--- src/rtl/hb_pkg.sv ---
package hb_pkg;
    typedef enum logic [1:0] {
        CELL_EMPTY = 2'd0,
        CELL_WAIT  = 2'd1,
        CELL_READY = 2'd2
    } cell_state_e;
endpackage

--- src/rtl/hb_addr_map.sv ---
// Folds the pixel hit lines into one address word according to group size.
module hb_addr_map #(
    parameter int ADDR_W = 8
) (
    input  logic [2*ADDR_W-1:0] hits_i,
    input  logic                grp16_i,
    output logic [ADDR_W:0]     word_o,
    output logic                any_o
);
    logic [ADDR_W-1:0] upper_gated;

    assign upper_gated = hits_i[2*ADDR_W-1:ADDR_W] & {ADDR_W{grp16_i}};

    // Bit b is pixel b, plus pixel b+ADDR_W when the group is 16 wide.
    for (genvar b = 0; b < ADDR_W; b++) begin : g_bit
        assign word_o[b] = hits_i[b] | upper_gated[b];
    end

    // Half-select bit: set when any upper-half pixel fired.
    assign word_o[ADDR_W] = |upper_gated;

    assign any_o = |word_o[ADDR_W-1:0];
endmodule

--- src/rtl/hb_first_one.sv ---
// Lowest-index one-hot pick of a request vector.
module hb_first_one #(
    parameter int N = 4
) (
    input  logic [N-1:0] req_i,
    output logic [N-1:0] grant_o,
    output logic         found_o
);
    always_comb begin
        logic seen;
        seen    = 1'b0;
        grant_o = '0;
        for (int i = 0; i < N; i++) begin
            if (req_i[i] && !seen) begin
                grant_o[i] = 1'b1;
                seen       = 1'b1;
            end
        end
    end

    assign found_o = |req_i;
endmodule

--- src/rtl/hb_cell.sv ---
// One latency cell: EMPTY -capture-> WAIT -confirm-> READY -drain-> EMPTY,
//                   WAIT -discard-> EMPTY.
module hb_cell
    import hb_pkg::*;
#(
    parameter int WORD_W = 9,
    parameter int TS_W   = 10
) (
    input  logic              clk,
    input  logic              rst_n,
    input  logic              wr_en_i,
    input  logic [WORD_W-1:0] wr_word_i,
    input  logic [TS_W-1:0]   ts_now_i,
    input  logic [TS_W-1:0]   latency_i,
    input  logic              trig_i,
    input  logic              take_i,
    output logic              is_empty_o,
    output logic              is_ready_o,
    output logic [WORD_W-1:0] word_o,
    output logic [TS_W-1:0]   ts_o
);
    cell_state_e       st_q, st_d;
    logic [WORD_W-1:0] word_q;
    logic [TS_W-1:0]   ts_q;
    logic [TS_W-1:0]   age;
    logic              expired;

    // Age modulo 2**TS_W comes for free from the TS_W-wide subtraction.
    assign age     = ts_now_i - ts_q;
    assign expired = (age == latency_i);

    // Next-state logic
    always_comb begin
        st_d = st_q;
        unique case (st_q)
            CELL_EMPTY: if (wr_en_i) st_d = CELL_WAIT;   // capture
            CELL_WAIT: begin
                if (expired) begin
                    if (trig_i) st_d = CELL_READY;       // confirm
                    else        st_d = CELL_EMPTY;       // discard
                end
            end
            CELL_READY: if (take_i) st_d = CELL_EMPTY;   // drain
            default:    st_d = CELL_EMPTY;
        endcase
    end

    // State register
    always_ff @(posedge clk or negedge rst_n) begin
        if (!rst_n) st_q <= CELL_EMPTY;
        else        st_q <= st_d;
    end

    // Payload register, loaded on capture only
    always_ff @(posedge clk or negedge rst_n) begin
        if (!rst_n) begin
            word_q <= '0;
            ts_q   <= '0;
        end else if (st_q == CELL_EMPTY && wr_en_i) begin
            word_q <= wr_word_i;
            ts_q   <= ts_now_i;
        end
    end

    // Outputs
    always_comb begin
        is_empty_o = (st_q == CELL_EMPTY);
        is_ready_o = (st_q == CELL_READY);
        word_o     = word_q;
        ts_o       = ts_q;
    end

    AST_READY_NEEDS_TRIG: assert property (@(posedge clk) disable iff (!rst_n)
        (st_q == CELL_READY && $past(st_q) != CELL_READY) |-> $past(trig_i));

    AST_WAIT_FROM_WRITE: assert property (@(posedge clk) disable iff (!rst_n)
        (st_q == CELL_WAIT && $past(st_q) == CELL_EMPTY) |-> $past(wr_en_i));
endmodule

--- src/rtl/pixgrp_hitbuf.sv ---
module pixgrp_hitbuf #(
    parameter int NCELLS = 4,
    parameter int ADDR_W = 8,
    parameter int TS_W   = 10,
    parameter int OVF_W  = 4
) (
    input  logic                clk,
    input  logic                rst_n,
    input  logic [2*ADDR_W-1:0] pix_hit_i,
    input  logic                grp16_i,
    input  logic [TS_W-1:0]     bx_ts_i,
    input  logic [TS_W-1:0]     latency_i,
    input  logic                l1_trig_i,
    output logic                rd_valid_o,
    input  logic                rd_ready_i,
    output logic [ADDR_W:0]     rd_addr_o,
    output logic [TS_W-1:0]     rd_ts_o,
    output logic [OVF_W-1:0]    drop_cnt_o
);
    localparam int WORD_W = ADDR_W + 1;
    localparam logic [OVF_W-1:0] OVF_MAX = {OVF_W{1'b1}};

    logic [WORD_W-1:0] hit_word;
    logic              hit_any;
    logic [NCELLS-1:0] empty_v, ready_v, alloc_g, rd_g, wr_v, take_v;
    logic              have_empty, have_ready;
    logic [WORD_W-1:0] c_word [NCELLS];
    logic [TS_W-1:0]   c_ts   [NCELLS];
    logic [OVF_W-1:0]  drop_q;

    hb_addr_map #(.ADDR_W(ADDR_W)) u_map (
        .hits_i (pix_hit_i),
        .grp16_i(grp16_i),
        .word_o (hit_word),
        .any_o  (hit_any)
    );

    hb_first_one #(.N(NCELLS)) u_alloc (
        .req_i  (empty_v),
        .grant_o(alloc_g),
        .found_o(have_empty)
    );

    hb_first_one #(.N(NCELLS)) u_rdsel (
        .req_i  (ready_v),
        .grant_o(rd_g),
        .found_o(have_ready)
    );

    assign wr_v   = alloc_g & {NCELLS{hit_any}};
    assign take_v = rd_g & {NCELLS{rd_ready_i}};

    for (genvar c = 0; c < NCELLS; c++) begin : g_cell
        hb_cell #(.WORD_W(WORD_W), .TS_W(TS_W)) u_cell (
            .clk       (clk),
            .rst_n     (rst_n),
            .wr_en_i   (wr_v[c]),
            .wr_word_i (hit_word),
            .ts_now_i  (bx_ts_i),
            .latency_i (latency_i),
            .trig_i    (l1_trig_i),
            .take_i    (take_v[c]),
            .is_empty_o(empty_v[c]),
            .is_ready_o(ready_v[c]),
            .word_o    (c_word[c]),
            .ts_o      (c_ts[c])
        );
    end

    // Read mux: OR of the one-hot selected cell
    always_comb begin
        rd_addr_o = '0;
        rd_ts_o   = '0;
        for (int i = 0; i < NCELLS; i++) begin
            if (rd_g[i]) begin
                rd_addr_o = rd_addr_o | c_word[i];
                rd_ts_o   = rd_ts_o | c_ts[i];
            end
        end
    end

    assign rd_valid_o = have_ready;

    // Drop counter, saturating
    always_ff @(posedge clk or negedge rst_n) begin
        if (!rst_n) drop_q <= '0;
        else if (hit_any && !have_empty && drop_q != OVF_MAX) drop_q <= drop_q + 1'b1;
    end

    assign drop_cnt_o = drop_q;

    AST_ALLOC_ONEHOT: assert property (@(posedge clk) disable iff (!rst_n)
        $onehot0(wr_v));

    AST_DRAIN_ONEHOT: assert property (@(posedge clk) disable iff (!rst_n)
        $onehot0(take_v));

    AST_VALID_HOLD: assert property (@(posedge clk) disable iff (!rst_n)
        (rd_valid_o && !rd_ready_i) |=> rd_valid_o);

    AST_NO_OVF_WRAP: assert property (@(posedge clk) disable iff (!rst_n)
        (drop_q == OVF_MAX) |=> (drop_q == OVF_MAX));

    AST_DROP_ONLY_FULL: assert property (@(posedge clk) disable iff (!rst_n)
        (drop_q != $past(drop_q)) |-> ($past(hit_any) && $past(empty_v) == '0));
endmodule

--- config.mk ---
export PLATFORM = sky130hd
export DESIGN_NAME = pixgrp_hitbuf
export DESIGN_NICKNAME = d
export VERILOG_FILES = /design/src/rtl/hb_pkg.sv /design/src/rtl/hb_addr_map.sv /design/src/rtl/hb_first_one.sv /design/src/rtl/hb_cell.sv /design/src/rtl/pixgrp_hitbuf.sv
export SDC_FILE = /design/constraint.sdc
export NUM_CORES = 1
export LEC_CHECK = 0
export BUFFER_PORTS_ARGS = -buffer_cell sky130_fd_sc_hd__buf_2
export CORE_MARGIN = 2
export CORE_UTILIZATION = 45
export CTS_CLUSTER_DIAMETER = 120
export CTS_CLUSTER_SIZE = 30
export DETAILED_ROUTE_END_ITERATION = 8
export GPL_TIMING_DRIVEN = 0
export PLACE_DENSITY = 0.7
export SLEW_MARGIN = 20
export SYNTH_ARGS = -nofsm -noshare
export SYNTH_HDL_FRONTEND = slang
export SYNTH_HIERARCHICAL = 1
export SYNTH_SLANG_ARGS = --single-unit
--- constraint.sdc ---
create_clock -name clk -period 2.3 [get_ports clk]
set_clock_uncertainty 0.2 [all_clocks]
set_input_delay 0.345 -clock clk [delete_from_list [all_inputs] [get_ports clk]]
set_output_delay 0.345 -clock clk [all_outputs]
set_load 0.02 [all_outputs]
==> metrics.cfg <==
[floorplanning]
num_io_pins=65
rows=42
die_y_um=121
coreArea_um2=13300
die_w_um=121
dieArea_um2=14700
initial_core_util_pct=46.4

[timing]
worst_pin_slew_ns=0.476
setup_viol=25
finalCritPeriodShare_pct=115
hold_violations=0
hold_ws_ns=0.138
setup_slack_ns=-0.350
drv_slew=0
post-route-min-period_ns=2.65
grt_setup_unrepaired=yes
slew_headroom_pct=68.2
clock.fmax_mhz=377

[yosys]
async_flop_share_pct=100
synth-xor-area-share_pct=10.1
syn-num-nets=733
synthMuxAreaShare_pct=8.39
synthFlopType=dfrtp_1
synth_top_family_by_area=compound AO/OA/AOI/OAI gates
yosysSeqAreaShare_pct=35.7
synth_seq_cells=88
synth.cell_area_um2=6170
post-synth-top-area-cell=dfrtp_1
synth_edf_count=0
syn_avg_cell_area_um2=9.48
synthDistinctLibCells=53
synthTopCellsByArea=dfrtp_1, mux2_2, ha_1
synth_top_area_share_pct=35.7
synth_adder_area_share_pct=8.80
syn_inst=651
yosys_warnings=6
yosys.area_share.simple_pct=15.0
synth_compound_area_share_pct=17.7

[cells_and_area]
area_delta_synth_final_pct=31.5
regArea_um2=2210
stdcell_area_um2=8120
fin_nets=846
antenna_cells=0
stdcell_count=945
fillers=1011
drive_gt1_share_pct=36.9
multiInputGateArea_um2=4140

[critical_path]
crit_start=g_cell[3].u_cell/ts_o[0]
critPathArrivalTime_ns=2.72
startpoint_type=flip-flop
critPathCaptureType=flip-flop
worstPathMaxFanout=3
critPathKind=flip-flop to flip-flop
timing.rr.start=g_cell[3].u_cell/ts_o[0]
cp.required_ns=2.37

[run]
timing.max_cap.violations=0

[route]
wl_per_cell_um=20.3
vias=5601
drt_iter0_markers=598
drc=0
antenna_left=0
routed_wl_um=19200
drt-pass1-iter-count=6
viasPerCell=5.93

[pwr]
finalPower_uw=5840
power.leakage_uw=0.00350
power_density_nw_per_um2=720
ir_drop_mv=0.422

[global_routing]
grt_pass1_wl_um=30000
track_usage_pct=26.6
antenna_found_initial=0
grt_max_degree=59
grt-ovfl-total=0
grt_pass1_vias=5617

[placement]
hpwl_um=12900
dp_slack_ns=-0.562
placed_cell_area_um2=6750
placed_cells=891
port_buffers=63
place.gp.congestion=0.933

[clock_network]
cts_made_buffers=9
cts_tree=done
clockBufferDepth=2
cts.clk_slew.worst_paths_ns=0.07
worstSkewPairLatency_ns=0.34
clkSinkCount=88
htree_levels=3
cts-root-buf=clkbuf_16

[status]
outcome=finished with violations
violations=setup timing

[worst_hold_path]
hp-start=l1_trig_i
hold_class=input pin to flip-flop

[synth_stat cells, types with 6 or more instances]
master     count
nor2b_1       18
ha_1          37
buf_2          7
nor2_1        21
xor2_1        22
nand2b_1       9
o21ai_0       35
inv_1         45
dfrtp_1       88
o2111ai_1      6
a21o_1        12
xnor2_1       47
a21oi_1       30
nand2_1       71
nand3_1        8
mux2_2        46
o21ai_1       10
clkbuf_1      13
and2_1         8
a22oi_1       39
[sequential cells by signal, indices dropped and copies added, names as in the netlist]
name,cells
g_cell.u_cell/word_o,36
g_cell.u_cell/st_q,8
drop_cnt_o,4
g_cell.u_cell/ts_o,40
[layout make-up]
type	instances	share of cell area [%]
well taps	176	2.71
repair buffers	103	9.97
clock buffers	9	2.77
clock inverters	7	1.03
flip-flops and latches	88	27.2
multi-input cells	495	51.0
plain buffers	22	3.22
inverters	45	2.08
[logic make-up (layout without fill, tap and decap cells)]
group	count (synthesis)	in the layout
simple gates	176	176
compound gates	162	162
flops	88	88
xor+xnor	70	70
buf+inv	68	186
mux	46	46
fa+ha+maj	41	41
[where the power goes]
group | leakage [µW] | internal, µW | total [µW] | switching [µW]
Sequential | 0.00100 | 1760 | 1980 | 213
Combinational | 0.00235 | 1030 | 2300 | 1270
Clock | 0.000149 | 867 | 1570 | 698
Total | 0.00350 | 3660 | 5840 | 2180
[per-stage QoR]
stage | TNS, ns | util [%]
finish | -3.80 | 61.1
global route | -5.63 | 61.1
CTS | -2.18 | 60.0
detailed placement | -24.66 | 50.7
global placement | -24.52 | 50.5
floorplan | -0.187 | -
[per-layer routing]
metal	track usage (%)	share of wire [%]	vias to the layer above
met1	35.5	41	2787
met3	3.52	7.0	39
met2	44.0	49	260
met5	0	0	-
li1	-	-	2515
met4	9.88	2.6	0
[path summary, 6_finish.rpt]
check                      slack (ns)                         end  cells past startpoint
max                             -0.35    g_cell[3].u_cell/st_q[1]                      8
min                              0.14    g_cell[3].u_cell/st_q[1]                      3
max in group asynchronous        0.94    g_cell[1].u_cell/st_q[0]                      3
max reg2reg                     -0.35    g_cell[3].u_cell/st_q[1]                      8
min in group asynchronous        0.30    g_cell[0].u_cell/ts_o[2]                      2
min reg2reg                      0.31  g_cell[1].u_cell/word_o[6]                      1
[cells in the final DEF (no fill, tap or decap), types with 6 or more instances in the layout]
cell	count
clkbuf_16	14
nor2b_1	12
mux2_2	46
o21ai_0	34
xor2_1	21
nand2b_1	6
buf_4	34
a22oi_1	16
inv_1	45
nor2_1	16
a21oi_1	27
nand2_1	69
a22oi_2	23
buf_6	26
o21ai_1	10
nand3_1	7
and2_1	7
ha_1	28
buf_2	44
a21o_1	12
xnor2_1	45
dfrtp_1	85
[worst max-delay path, stage by stage, from the launching register on]
cell       delay [ns]
dfrtp_1          0.43
ha_4             0.19
fa_1             0.52
xor2_2           0.16
o2111ai_2        0.14
a211oi_2         0.25
nand3_2          0.13
or4_4            0.45
o21ai_2          0.13
[timing repair]
action / 4_1_cts / 5_1_grt
setup buffers: 31 / 2
pin swaps: 54 / 22
hold endpoints to repair: 30 / 0
setup endpoints to repair: 68 / 75
hold buffers: 1 / 0
gates resized for setup: 154 / 34
gates cloned: 5 / 0
No activity file was read; power rests on OpenSTA's default activity.
